===== config.mk =====
export PLATFORM = sky130hd
export DESIGN_NAME = usb_ls_rx
export DESIGN_NICKNAME = d
export VERILOG_FILES = /design/src/rtl/usb_ls_rx_pkg.sv /design/src/rtl/usb_ls_rx_sync.sv /design/src/rtl/usb_ls_rx_phase.sv /design/src/rtl/usb_ls_rx_dec.sv /design/src/rtl/usb_ls_rx.sv
export SDC_FILE = /design/constraint.sdc
export NUM_CORES = 1
export LEC_CHECK = 0
export CELL_PAD_IN_SITES_DETAIL_PLACEMENT = 0
export CELL_PAD_IN_SITES_GLOBAL_PLACEMENT = 2
export CORE_ASPECT_RATIO = 1.25
export CORE_MARGIN = 4
export CORE_UTILIZATION = 40
export CTS_CLUSTER_SIZE = 30
export DETAILED_ROUTE_END_ITERATION = 16
export PLACE_DENSITY = 0.76
export SLEW_MARGIN = 20
export SYNTH_ARGS = -nofsm -noshare
export SYNTH_HDL_FRONTEND = slang
export SYNTH_SLANG_ARGS = --single-unit

===== constraint.sdc =====
create_clock -name clk -period 2.4 [get_ports clk]
set_input_delay 0.48 -clock clk [delete_from_list [all_inputs] [get_ports clk]]
set_output_delay 0.48 -clock clk [all_outputs]
set_load 0.01 [all_outputs]

===== src/rtl/usb_ls_rx_pkg.sv =====
package usb_ls_rx_pkg;

   // Line symbol as {D+, D-}
   typedef enum logic [1:0] {
      LN_SE0 = 2'b00,
      LN_J   = 2'b01,
      LN_K   = 2'b10,
      LN_SE1 = 2'b11
   } line_e;

   typedef enum logic [1:0] {
      ST_HUNT = 2'd0,
      ST_SYNC = 2'd1,
      ST_RECV = 2'd2
   } rx_st_e;

endpackage


===== src/rtl/usb_ls_rx_sync.sv =====
module usb_ls_rx_sync #(
   parameter int          STAGES  = 2,
   parameter logic [1:0]  RST_VAL = 2'b01
) (
   input  logic       clk,
   input  logic       rst_n,
   input  logic [1:0] d,
   output logic [1:0] q
);
   logic [STAGES-1:0][1:0] chain;

   always_ff @(posedge clk or negedge rst_n) begin
      if (!rst_n) chain <= {STAGES{RST_VAL}};
      else        chain <= {chain[STAGES-2:0], d};
   end

   assign q = chain[STAGES-1];
endmodule


===== src/rtl/usb_ls_rx_phase.sv =====
module usb_ls_rx_phase #(
   parameter int CLKS_PER_BIT = 12
) (
   input  logic clk,
   input  logic rst_n,
   input  logic relock,
   output logic strobe
);
   localparam int            CW   = $clog2(CLKS_PER_BIT);
   localparam logic [CW-1:0] MID  = CW'(CLKS_PER_BIT / 2);
   localparam logic [CW-1:0] LAST = CW'(CLKS_PER_BIT - 1);

   logic [CW-1:0] cnt;

   always_ff @(posedge clk or negedge rst_n) begin
      if (!rst_n)           cnt <= '0;
      else if (relock)      cnt <= CW'(1);
      else if (cnt == LAST) cnt <= '0;
      else                  cnt <= cnt + CW'(1);
   end

   assign strobe = (cnt == MID);

   // one sample per bit, never two in a row
   p_strobe_gap_r2: assert property (@(posedge clk) disable iff (!rst_n)
      strobe |=> !strobe);
endmodule


===== src/rtl/usb_ls_rx_dec.sv =====
module usb_ls_rx_dec #(
   parameter int BYTE_W    = 8,
   parameter int STUFF_RUN = 6
) (
   input  logic              clk,
   input  logic              rst_n,
   input  logic              init,
   input  logic              bit_en,
   input  logic              bit_val,
   output logic              byte_valid,
   output logic [BYTE_W-1:0] byte_data,
   output logic              stuff_fault
);
   localparam int            RW   = $clog2(STUFF_RUN + 1);
   localparam int            BW   = $clog2(BYTE_W);
   localparam logic [RW-1:0] RUN  = RW'(STUFF_RUN);
   localparam logic [BW-1:0] BLST = BW'(BYTE_W - 1);

   logic [RW-1:0]     ones;
   logic [BW-1:0]     bcnt;
   logic [BYTE_W-1:0] sr;
   logic              stuff_slot;
   logic [BYTE_W-1:0] sr_next;

   assign stuff_slot  = (ones == RUN);
   assign stuff_fault = bit_en && stuff_slot && bit_val;
   assign sr_next     = {bit_val, sr[BYTE_W-1:1]};

   always_ff @(posedge clk or negedge rst_n) begin
      if (!rst_n) begin
         ones       <= '0;
         bcnt       <= '0;
         sr         <= '0;
         byte_valid <= 1'b0;
         byte_data  <= '0;
      end else begin
         byte_valid <= 1'b0;
         if (init) begin
            ones <= RW'(1);
            bcnt <= '0;
         end else if (bit_en) begin
            if (stuff_slot) begin
               ones <= '0;
            end else begin
               ones <= bit_val ? ones + RW'(1) : '0;
               sr   <= sr_next;
               bcnt <= (bcnt == BLST) ? '0 : bcnt + BW'(1);
               if (bcnt == BLST) begin
                  byte_valid <= 1'b1;
                  byte_data  <= sr_next;
               end
            end
         end
      end
   end

   // the run of ones never passes the stuffing limit
   p_run_cap_r6: assert property (@(posedge clk) disable iff (!rst_n)
      ones <= RUN);
   // a byte only follows an accepted bit sample
   p_byte_on_bit_r8: assert property (@(posedge clk) disable iff (!rst_n)
      byte_valid |-> $past(bit_en));
endmodule


===== src/rtl/usb_ls_rx.sv =====
module usb_ls_rx
   import usb_ls_rx_pkg::*;
#(
   parameter int CLKS_PER_BIT = 12,
   parameter int SYNC_STAGES  = 2,
   parameter int BYTE_W       = 8,
   parameter int STUFF_RUN    = 6,
   parameter int SYNC_BITS    = 8
) (
   input  logic              clk,
   input  logic              rst_n,
   input  logic              usb_dp,
   input  logic              usb_dm,
   output logic              byte_valid,
   output logic [BYTE_W-1:0] byte_data,
   output logic              pkt_start,
   output logic              pkt_end,
   output logic              stuff_err
);
   localparam int            SW        = $clog2(SYNC_BITS);
   localparam logic [SW-1:0] SYNC_LAST = SW'(SYNC_BITS - 1);

   generate
      if (CLKS_PER_BIT < 4) begin : g_bad_cpb
         $error("CLKS_PER_BIT must be at least 4");
      end
      if (SYNC_STAGES < 2) begin : g_bad_sync
         $error("SYNC_STAGES must be at least 2");
      end
      if (STUFF_RUN < 1 || SYNC_BITS < 2) begin : g_bad_proto
         $error("STUFF_RUN and SYNC_BITS out of range");
      end
   endgenerate

   logic [1:0]    sync_q;
   line_e         line_s, line_q, prev_sym, last_sym;
   rx_st_e        st;
   logic [SW-1:0] sync_idx;
   logic          edge_jk, relock, strobe, sync_done, bit_en, bit_val, stuff_fault;

   usb_ls_rx_sync #(.STAGES(SYNC_STAGES), .RST_VAL(LN_J)) u_sync (
      .clk(clk), .rst_n(rst_n), .d({usb_dp, usb_dm}), .q(sync_q));

   assign line_s  = line_e'(sync_q);
   assign edge_jk = (line_q == LN_J) && (line_s == LN_K);
   assign relock  = edge_jk && (st != ST_RECV);

   usb_ls_rx_phase #(.CLKS_PER_BIT(CLKS_PER_BIT)) u_phase (
      .clk(clk), .rst_n(rst_n), .relock(relock), .strobe(strobe));

   assign sync_done = (st == ST_SYNC) && strobe && (line_s == LN_K) && (prev_sym == LN_K);
   assign bit_en    = (st == ST_RECV) && strobe && (line_s != LN_SE0);
   assign bit_val   = (line_s == last_sym);

   usb_ls_rx_dec #(.BYTE_W(BYTE_W), .STUFF_RUN(STUFF_RUN)) u_dec (
      .clk(clk), .rst_n(rst_n), .init(sync_done), .bit_en(bit_en), .bit_val(bit_val),
      .byte_valid(byte_valid), .byte_data(byte_data), .stuff_fault(stuff_fault));

   always_ff @(posedge clk or negedge rst_n) begin
      if (!rst_n) begin
         st        <= ST_HUNT;
         line_q    <= LN_J;
         prev_sym  <= LN_J;
         last_sym  <= LN_J;
         sync_idx  <= '0;
         pkt_start <= 1'b0;
         pkt_end   <= 1'b0;
         stuff_err <= 1'b0;
      end else begin
         line_q    <= line_s;
         pkt_start <= 1'b0;
         pkt_end   <= 1'b0;
         stuff_err <= 1'b0;
         unique case (st)
            ST_HUNT: begin
               if (edge_jk) begin
                  st       <= ST_SYNC;
                  prev_sym <= LN_J;
                  sync_idx <= '0;
               end
            end
            ST_SYNC: begin
               if (strobe) begin
                  sync_idx <= sync_idx + SW'(1);
                  if (sync_done) begin
                     st        <= ST_RECV;
                     pkt_start <= 1'b1;
                     last_sym  <= LN_K;
                  end else if (sync_idx == SYNC_LAST) begin
                     st <= ST_HUNT;
                  end else if (line_s == LN_K || (line_s == LN_J && prev_sym == LN_K)) begin
                     prev_sym <= line_s;
                  end else begin
                     st <= ST_HUNT;
                  end
               end
            end
            ST_RECV: begin
               if (strobe) begin
                  if (line_s == LN_SE0) begin
                     pkt_end <= 1'b1;
                     st      <= ST_HUNT;
                  end else begin
                     last_sym <= line_s;
                     if (stuff_fault) begin
                        stuff_err <= 1'b1;
                        st        <= ST_HUNT;
                     end
                  end
               end
            end
            default: st <= ST_HUNT;
         endcase
      end
   end

   // at most one event pulse per cycle
   p_one_flag_r10: assert property (@(posedge clk) disable iff (!rst_n)
      $onehot0({byte_valid, pkt_start, pkt_end, stuff_err}));
   // packet start is a single-cycle pulse
   p_start_pulse_r10: assert property (@(posedge clk) disable iff (!rst_n)
      pkt_start |=> !pkt_start);
   // sync completes only on a sampled K
   p_start_on_k_r3: assert property (@(posedge clk) disable iff (!rst_n)
      pkt_start |-> ($past(strobe) && $past(line_s) == LN_K));
   // packet end only on a sampled single-ended zero
   p_end_on_se0_r9: assert property (@(posedge clk) disable iff (!rst_n)
      pkt_end |-> ($past(strobe) && $past(line_s) == LN_SE0));
   // a stuff error comes from a sample that repeated the line level
   p_err_no_toggle_r7: assert property (@(posedge clk) disable iff (!rst_n)
      stuff_err |-> $past(line_s == last_sym));
endmodule


==> impl_metrics.py, run 1 <==
metrics = {
    "outcome": {
        "status": "complete, no violations",
    },
    "die": {
        "die_w_um": 71.0,
        "die-area_mm2": 0.00615,
        "ios": 16,
        "fp-row-count": 28,
        "start_util": 0.416,
        "fp.dieH_um": 86.7,
        "core_mm2": 0.00476,
    },
    "placement": {
        "gp_congestion": 0.788,
        "dp_cells": 226,
        "port_buffers": 15,
        "dpl.hpwl_um": 2700,
    },
    "clock_tree": {
        "cts_tree": "built",
        "cts_resized": 0,
        "postCtsHoldBufs": 0,
        "cts_root_buf": "clkbuf_8",
        "insertion_delay_ps": 300,
        "cts_max_level": 2,
        "clk_pin_slew_ps": 90,
        "post_cts_buffers": 0,
        "cts_buffer_depth": 2,
        "clkSinkCount": 44,
        "numCtsBuffers": 5,
    },
    "worst_setup_path": {
        "crit_arrival_ps": 2190,
        "crit_buf_inv": 2,
        "cpPeakStageDelay_ps": 460,
        "worstReg2RegEnd": "u_dec.sr[5]$_DFFE_PN0P_",
        "r2r-start": "u_phase.cnt[0]$_DFF_PN0_",
        "worstRegToRegCells": 6,
        "end_kind": "register",
        "crit_required_ps": 2580,
        "critPathTopFamily": "simple AND/OR/NAND/NOR gates",
        "slowest_stage": "nor4b_4",
        "crit_fanout": 10,
        "ff2ff_setup_slack_ps": 390,
        "critPathKind": "register to register",
        "startpoint_type": "register",
        "path_cells": "inv_1 -> ha_1 -> nand3b_4 -> nor4b_4 -> buf_4 -> mux2_2",
    },
    "timing": {
        "finalCriticalPeriod_ps": 2010,
        "clock_skew_ps": 8.15,
        "rsz0062_at_grt": "false",
        "drv_slew": 0,
        "slew_headroom": 0.713,
        "fmax_mhz": 498,
        "worstMarginPinSlew_ps": 430,
        "hold_viol_final": 0,
        "fin_tns_setup_ps": 0,
        "final-setup-viol-count": 0,
        "fin_crit_sh": 0.837,
    },
    "grt": {
        "antenna_found_initial": 0,
        "grt.met2_usage": 0.238,
        "top_usage_layer": "met2",
        "overflow": 0,
        "grtUsageTotal": 0.134,
        "grt_max_degree": 28,
        "grt_pass1_vias": 1328,
        "use_met3": 0.0360,
        "grt_pass1_wl_um": 6270,
        "met1_usage": 0.144,
    },
    "power_and_ir_drop": {
        "vdd_drop_max_v": 0.000507,
        "p_leak_nw": 1.16,
        "p_per_area_mw_per_mm2": 795,
    },
    "yosys": {
        "synth_nets": 163,
        "yosys.area.top_type": "dfrtp_1",
        "yosys_warnings": 0,
        "synth.area.top_cells": "dfrtp_1 49%, dfstp_2 6.6%, mux2_4 6.1%",
        "ys_seq_area_frac": 0.559,
        "synth_seq_cells": 44,
        "synth_area_mm2": 0.00198,
        "synth_area_per_cell_um2": 13.1,
        "syn-instance-count": 151,
        "synth_top_area_share": 0.492,
        "synth_cell_types": 40,
    },
    "routing": {
        "viasPerCell": 5.28,
        "wl_per_cell_um": 15.6,
        "vias": 1236,
        "first_pass_iters": 4,
        "drc": 0,
        "wl_um": 3660,
        "drtIter0Drc": 27,
        "postRouteAntennaNets": 0,
    },
    "finish": {
        "nets": 185,
        "final_cells": 234,
        "synthToLayoutAreaGrowth_pct": 16.9,
        "layout-drive-gt1-share": 0.213,
        "antenna_cells": 0,
    },
    "hold_path": {
        "hp-class": "input pin to async pin",
    },
    "run": {
        "max-cap-violations": 0,
    },
}
-- flip-flops by register name (all words and copies together) (netlist names) --
| name | count |
|---|---|
| sync_idx | 3 |
| u_dec.byte_valid | 1 |
| st | 2 |
| prev_sym | 2 |
| stuff_err | 1 |
| u_dec.sr | 7 |
| u_dec.ones | 3 |
| u_phase.cnt | 4 |
| u_dec.bcnt | 3 |
| u_dec.byte_data | 8 |
| u_sync.chain | 2 |
| last_sym | 2 |
| pkt_end | 1 |
| u_sync.q | 2 |
| line_q | 2 |
| pkt_start | 1 |
-- worst max path at each step --
stage                                        start                       to  slack (ps)  cells after the start
after floorplan           u_phase.cnt[0]$_DFF_PN0_  u_dec.sr[3]$_DFFE_PN0P_         570                      6
after global placement    u_phase.cnt[0]$_DFF_PN0_  u_dec.sr[2]$_DFFE_PN0P_         440                      6
after detailed placement  u_phase.cnt[0]$_DFF_PN0_  u_dec.sr[3]$_DFFE_PN0P_         380                      6
after CTS                 u_phase.cnt[0]$_DFF_PN0_  u_dec.sr[3]$_DFFE_PN0P_         360                      6
after global routing      u_phase.cnt[0]$_DFF_PN0_  u_dec.sr[5]$_DFFE_PN0P_         260                      6
final                     u_phase.cnt[0]$_DFF_PN0_  u_dec.sr[5]$_DFFE_PN0P_         390                      6
-- logic make-up (layout without fill, tap and decap cells) --
group | after synthesis | after routing | share of synthesized area
AND/OR/NAND/NOR | 42 | 42 | 0.139
flip-flops | 44 | 44 | 0.559
multiplexers | 17 | 17 | 0.110
AO/OA/AOI/OAI | 28 | 28 | 0.105
buffers and inverters | 9 | 32 | 0.0234
adder cells (fa/ha/maj) | 8 | 8 | 0.0505
XOR/XNOR | 3 | 3 | 0.0133
-- layer usage --
layer / vias up / wire length (um) / part of all wire
met2: 21 / 1990 / 0.54
met4: 0 / 76 / 0.021
met1: 628 / 1480 / 0.40
li1: 582 / - / -
met5: - / 0 / 0
met3: 5 / 118 / 0.032
-- cells in the final DEF (no fill, tap or decap), types with 3 or more instances in the layout --
cell             netlist  routed
clkdlybuf4s50_1        0      14
mux2_2                 7       7
xnor2_1                3       3
nor3_1                 3       3
dfstp_2                5       5
inv_1                  6       6
nand2_1                7       7
a21oi_1                4       4
dfrtp_1               39      39
clkbuf_8               0       5
a22o_1                 9       9
nor2b_1                4       4
a21o_1                 3       3
ha_1                   8       8
mux2_4                 8       8
buf_4                  1       3
nor2_1                12      12
-- Yosys cell counts (all sizes together) --
cell	n
dfrtp	39
mux2	15
nor2	12
a22o	9
ha	8
nand2	8
inv	6
dfstp	5
a21oi	4
nor2b	4
a21o	3
buf	3
nand2b	3
nor3	3
xnor2	3
a31oi	2
mux2i	2
nand4bb	2
nor3b	2
o21ai	2
o22ai	2
a211o	1
and2	1
and3b	1
nand3	1
nand3b	1
nor4b	1
nor4bb	1
o211a	1
o21bai	1
o2bb2ai	1
o311ai	1
o31ai	1
or3	1
or3b	1
-- area by class of cell --
cell class	count	area (um^2)
flip-flops and latches	44	1110
clock buffers	5	68.8
repair buffers	18	168
fillers	445	2450
inverters	6	22.5
multi-input cells	98	828
clock inverters	3	46.3
well taps	60	75.1
-- report_power, final --
group / switching [mW] / internal (mW)
logic: 0.154 / 0.170
registers: 0.108 / 0.831
clock network: 0.264 / 0.314
total: 0.526 / 1.31
-- through the flow --
step	worst slack (ps)	area, um^2	power [mW]	utilization	hold WS (ps)
floorplan	572	1980	1.20	-	184
global placement	442	2200	1.25	0.462	335
detailed placement	378	2200	1.28	0.462	347
CTS	362	2320	1.87	0.486	107
global route	265	2320	1.97	0.486	108
finish	390	2320	1.84	0.486	100
No activity file was read; power rests on OpenSTA's default activity.
==> inputs of run 2 (changes only) <==
- CORE_UTILIZATION: 40 -> 36
- PLACE_DENSITY: 0.76 -> 0.72
- clock period: 2.4 -> 1.7 ns (I/O delays scaled with it)
==> impl_metrics.py, run 2 (synthesized netlist as in run 1, its figures left out) <==
metrics = {
    "placement": {
        "place_ws_ps": -112,
        "dpl.hpwl_um": 2880,
        "place_area_mm2": 0.00236,
        "gp_congestion": 0.753,
        "port_buffers": 15,
        "dp_cells": 245,
    },
    "clock_tree": {
        "clk_pin_slew_ps": 80,
        "numCtsBuffers": 5,
        "insertion_delay_ps": 300,
        "cts_max_level": 2,
        "clkSinkCount": 44,
        "cts_root_buf": "clkbuf_8",
        "cts_buffer_depth": 2,
        "cts_tree": "built",
        "postCtsHoldBufs": 0,
    },
    "power_and_ir_drop": {
        "vdd_drop_max_v": 0.000805,
        "p_leak_nw": 1.29,
        "total_power_mw": 2.73,
        "p_per_area_mw_per_mm2": 1070,
    },
    "finish": {
        "largest_reg_flops": 8,
        "antenna_cells": 0,
        "largest_registers": "u_dec.byte_data: 8 flops, u_dec.sr: 7 flops, u_phase.cnt: 4 flops",
        "synthToLayoutAreaGrowth_pct": 28.4,
        "layout-drive-gt1-share": 0.323,
        "fill_cells": 464,
        "final_util": 0.490,
        "seq_area_mm2": 0.00111,
        "regMostFlops": "u_dec.byte_data",
        "nets": 206,
        "multi_input_area_um2": 881,
        "final_cell_mix": "39 x dfrtp_1, 19 x buf_4, 14 x mux2_4, 14 x clkdlybuf4s50_1, 11 x nor2_1",
        "final_common_cell": "dfrtp_1",
        "final_cells": 257,
        "design_area_mm2": 0.00254,
    },
    "grt": {
        "grt_pass1_vias": 1413,
        "grtUsageTotal": 0.131,
        "grt_max_degree": 45,
        "grt_pass1_wl_um": 6890,
        "overflow": 0,
        "antenna_found_initial": 0,
    },
    "worst_setup_path": {
        "crit_required_ps": 1890,
        "end_kind": "register",
        "crit_fanout": 6,
        "crit_arrival_ps": 1900,
        "startpoint_type": "register",
        "critPathKind": "register to register",
    },
    "timing": {
        "fmax_mhz": 583,
        "rsz0062_at_grt": "true",
        "fin_crit_sh": 1.01,
        "fin_tns_setup_ps": -125,
        "worstMarginPinSlew_ps": 558,
        "hold_viol_final": 0,
        "slew_headroom": 0.628,
        "clock_skew_ps": 8.07,
        "final-setup-viol-count": 11,
        "finalCriticalPeriod_ps": 1710,
        "layout_setup_ws_ps": -14.4,
        "drv_slew": 0,
        "timing.hold.ws_ps": 100,
    },
    "outcome": {
        "violations": "setup timing",
        "status": "complete, but fails checks",
    },
    "die": {
        "die-area_mm2": 0.00676,
        "start_util": 0.382,
        "fp-row-count": 29,
        "core_mm2": 0.00519,
        "fp.dieH_um": 91.0,
        "ios": 16,
        "die_w_um": 74.4,
    },
    "routing": {
        "drc": 0,
        "postRouteAntennaNets": 0,
        "wl_per_cell_um": 15.6,
        "viasPerCell": 5.16,
        "vias": 1326,
        "wl_um": 4020,
        "drtIter0Drc": 38,
        "first_pass_iters": 6,
    },
    "hold_path": {
        "hp-class": "input pin to async pin",
    },
    "run": {
        "max-cap-violations": 0,
    },
}
-- run 2: cell type report --
type                            instances  area share
Sequential cell                        44       0.435
Multi-Input combinational cell         99       0.346
Timing Repair Buffer                   38       0.136
Tap cell                               62      0.0305
Clock buffer                            5      0.0270
Clock inverter                          3      0.0167
Inverter                                6     0.00885
-- run 2: power by group --
part	internal (mW)	leakage, nW	total, mW	switching (mW)
Clock	0.435	0.0541	0.795	0.360
Combinational	0.366	0.659	0.673	0.307
Sequential	1.17	0.578	1.26	0.0906
Total	1.97	1.29	2.73	0.758
-- run 2: repair_timing --
action                                  in CTS  in global routing
cloned                                       1                  0
setup buffers                                3                  0
endpoints found under the setup margin      20                 24
gates resized for setup                      6                  7
pin swaps                                    3                  6
-- run 2: per-layer routing --
metal | share of wire | wire length, um | GRT usage | vias up
met3 | 0.043 | 173 | 0.0320 | 11
met5 | 0 | 0 | 0 | -
met4 | 0.030 | 119 | 0.0593 | 0
met2 | 0.49 | 1980 | 0.215 | 28
met1 | 0.43 | 1750 | 0.160 | 664
li1 | - | - | - | 623
-- run 2: critical path, stage by stage (launching register included) --
cell,delay (ps)
dfrtp_1,380
inv_1,60
ha_2,200
nand3b_4,110
nor4b_4,270
buf_6,170
buf_8,130
mux2_4,290
-- run 2: worst paths after layout --
check	startpoint	to	slack (ps)	cells after the start
max	u_phase.cnt[0]$_DFF_PN0_	u_dec.sr[5]$_DFFE_PN0P_	-10	7
min	rst_n	u_dec.byte_data[4]$_DFFE_PN0P_	100	2
max reg2reg	u_phase.cnt[0]$_DFF_PN0_	u_dec.sr[5]$_DFFE_PN0P_	-10	7
min reg2reg	u_sync.chain[1]$_DFF_PN0_	u_sync.q[1]$_DFF_PN0_	360	0
max in group asynchronous	rst_n	u_sync.chain[0]$_DFF_PN1_	1200	2
min in group clk	u_sync.chain[1]$_DFF_PN0_	u_sync.q[1]$_DFF_PN0_	360	0
==> inputs of run 3 (changes only) <==
- CORE_ASPECT_RATIO: 1.25 -> 1.1
==> impl_metrics.py, run 3 (synthesized netlist as in run 1, its figures left out) <==
metrics = {
    "finish": {
        "final_util": 0.474,
        "final_common_cell": "dfrtp_1",
        "nets": 202,
        "synthToLayoutAreaGrowth_pct": 28.1,
        "largest_registers": "u_dec.byte_data: 8 flops, u_dec.sr: 7 flops, u_phase.cnt: 4 flops",
        "regMostFlops": "u_dec.byte_data",
        "final_cells": 266,
        "antenna_cells": 0,
        "final_cell_mix": "39 x dfrtp_1, 14 x mux2_4, 14 x clkdlybuf4s50_1, 14 x buf_4, 12 x nor2_1",
        "largest_reg_flops": 8,
        "layout-drive-gt1-share": 0.309,
    },
    "placement": {
        "dp_cells": 256,
        "dpl.hpwl_um": 2700,
        "gp_congestion": 0.755,
        "place_ws_ps": -75.7,
        "port_buffers": 15,
    },
    "timing": {
        "fmax_mhz": 596,
        "rsz0062_at_grt": "true",
        "worstMarginPinSlew_ps": 415,
        "slew_headroom": 0.723,
        "final-setup-viol-count": 0,
        "fin_crit_sh": 0.987,
        "timing.hold.ws_ps": 352,
        "hold_viol_final": 0,
        "drv_slew": 0,
        "finalCriticalPeriod_ps": 1680,
        "layout_setup_ws_ps": 21.5,
        "clock_skew_ps": 7.62,
    },
    "hold_path": {
        "hold_start": "u_sync.chain[1]$_DFF_PN0_",
        "holdPathStages": 0,
        "holdPathEnd": "u_sync.q[1]$_DFF_PN0_",
        "hp-class": "register to register",
    },
    "routing": {
        "wl_met1_um": 1720,
        "met3WireLength_um": 156,
        "postRouteAntennaNets": 0,
        "dr_wl_met2_um": 1700,
        "drtIter0Drc": 55,
        "vias": 1279,
        "first_pass_iters": 4,
        "drc": 0,
        "wl_um": 3630,
        "viasPerCell": 4.81,
        "wl_per_cell_um": 13.6,
        "routed.top_layer": "met4",
    },
    "worst_setup_path": {
        "slowest_stage": "dfrtp_1",
        "crit_fanout": 6,
        "worstRegToRegCells": 7,
        "worstReg2RegEnd": "u_dec.sr[2]$_DFFE_PN0P_",
        "path_cells": "inv_1 -> ha_2 -> nand3b_4 -> nor4b_4 -> buf_6 -> buf_12 -> mux2_4",
        "r2r-start": "u_phase.cnt[0]$_DFF_PN0_",
        "critPathKind": "register to register",
        "cpPeakStageDelay_ps": 380,
        "crit_required_ps": 1890,
        "startpoint_type": "register",
        "crit_arrival_ps": 1870,
        "ff2ff_setup_slack_ps": 20,
        "end_kind": "register",
    },
    "clock_tree": {
        "cts_max_level": 2,
        "numCtsBuffers": 5,
        "cts_tree": "built",
        "cts_root_buf": "clkbuf_8",
        "insertion_delay_ps": 300,
        "cts_buffer_depth": 2,
        "clk_pin_slew_ps": 90,
        "clkSinkCount": 44,
    },
    "grt": {
        "grt_max_degree": 45,
        "grtUsageTotal": 0.126,
        "antenna_found_initial": 0,
        "grt_pass1_vias": 1398,
        "overflow": 0,
        "grt_pass1_wl_um": 6650,
    },
    "run": {
        "max-cap-violations": 0,
    },
    "die": {
        "die_w_um": 78.7,
        "ios": 16,
        "start_util": 0.370,
        "die-area_mm2": 0.00676,
        "fp.dieH_um": 85.8,
        "core_mm2": 0.00536,
        "fp-row-count": 28,
    },
    "power_and_ir_drop": {
        "vdd_drop_max_v": 0.000581,
        "p_per_area_mw_per_mm2": 1010,
        "p_leak_nw": 1.23,
    },
    "outcome": {
        "status": "complete, no violations",
    },
}
[run 3: stage by stage]
stage	total power, mW	TNS, ps	instance area [um^2]
detailed placement	1.92	-403	2370
global placement	1.88	-70.9	2370
floorplan	1.69	-1490	2000
CTS	2.59	0	2500
global route	2.74	-967	2540
finish	2.56	0	2540
[run 3: repair_timing]
| action | 4_1_cts | 5_1_grt |
|---|---|---|
| endpoints found under the hold margin | 0 | 3 |
| hold buffers | 0 | 1 |
| setup buffers | 1 | 0 |
| pin swaps | 1 | 4 |
| resized for setup | 6 | 6 |
| endpoints found under the setup margin | 15 | 21 |
[run 3: worst max-delay path by stage]
stage / from / to / slack (ps)
after floorplan: u_phase.cnt[0]$_DFF_PN0_ / u_dec.sr[3]$_DFFE_PN0P_ / -130
after global placement: u_phase.cnt[0]$_DFF_PN0_ / u_dec.sr[1]$_DFFE_PN0P_ / -10
after detailed placement: u_phase.cnt[0]$_DFF_PN0_ / prev_sym[1]$_DFFE_PN0P_ / -80
after CTS: u_phase.cnt[0]$_DFF_PN0_ / prev_sym[1]$_DFFE_PN0P_ / 2
after global routing: u_phase.cnt[0]$_DFF_PN0_ / u_dec.byte_data[7]$_DFFE_PN0P_ / -70
final: u_phase.cnt[0]$_DFF_PN0_ / u_dec.sr[2]$_DFFE_PN0P_ / 20
[run 3: area by class of cell]
cell class / instances / area (um^2)
fillers: 499 / 2820
flip-flops and latches: 44 / 1110
multi-input cells: 98 / 888
repair buffers: 35 / 334
well taps: 75 / 93.8
clock buffers: 5 / 68.8
clock inverters: 3 / 23.8
inverters: 6 / 22.5
[run 3: where the power goes]
| group | internal, mW | total (mW) | switching [mW] |
|---|---|---|---|
| logic | 0.339 | 0.641 | 0.302 |
| registers | 1.17 | 1.26 | 0.0871 |
| clock network | 0.291 | 0.662 | 0.371 |
| total | 1.80 | 2.56 | 0.760 |
[run 3: routing by layer]
layer	vias to the layer above	global-route usage
met2	24	0.195
met1	628	0.173
li1	620	-
met4	0	0.0382
met5	-	0
met3	7	0.0357
[run 3: critical path, delay by kind of cell, from the launching register on]
kind | cells | cell delay, ps
adder cells (fa/ha/maj) | 1 | 190
buffers and inverters | 3 | 360
flip-flops | 1 | 380
multiplexers | 1 | 290
AND/OR/NAND/NOR | 2 | 350
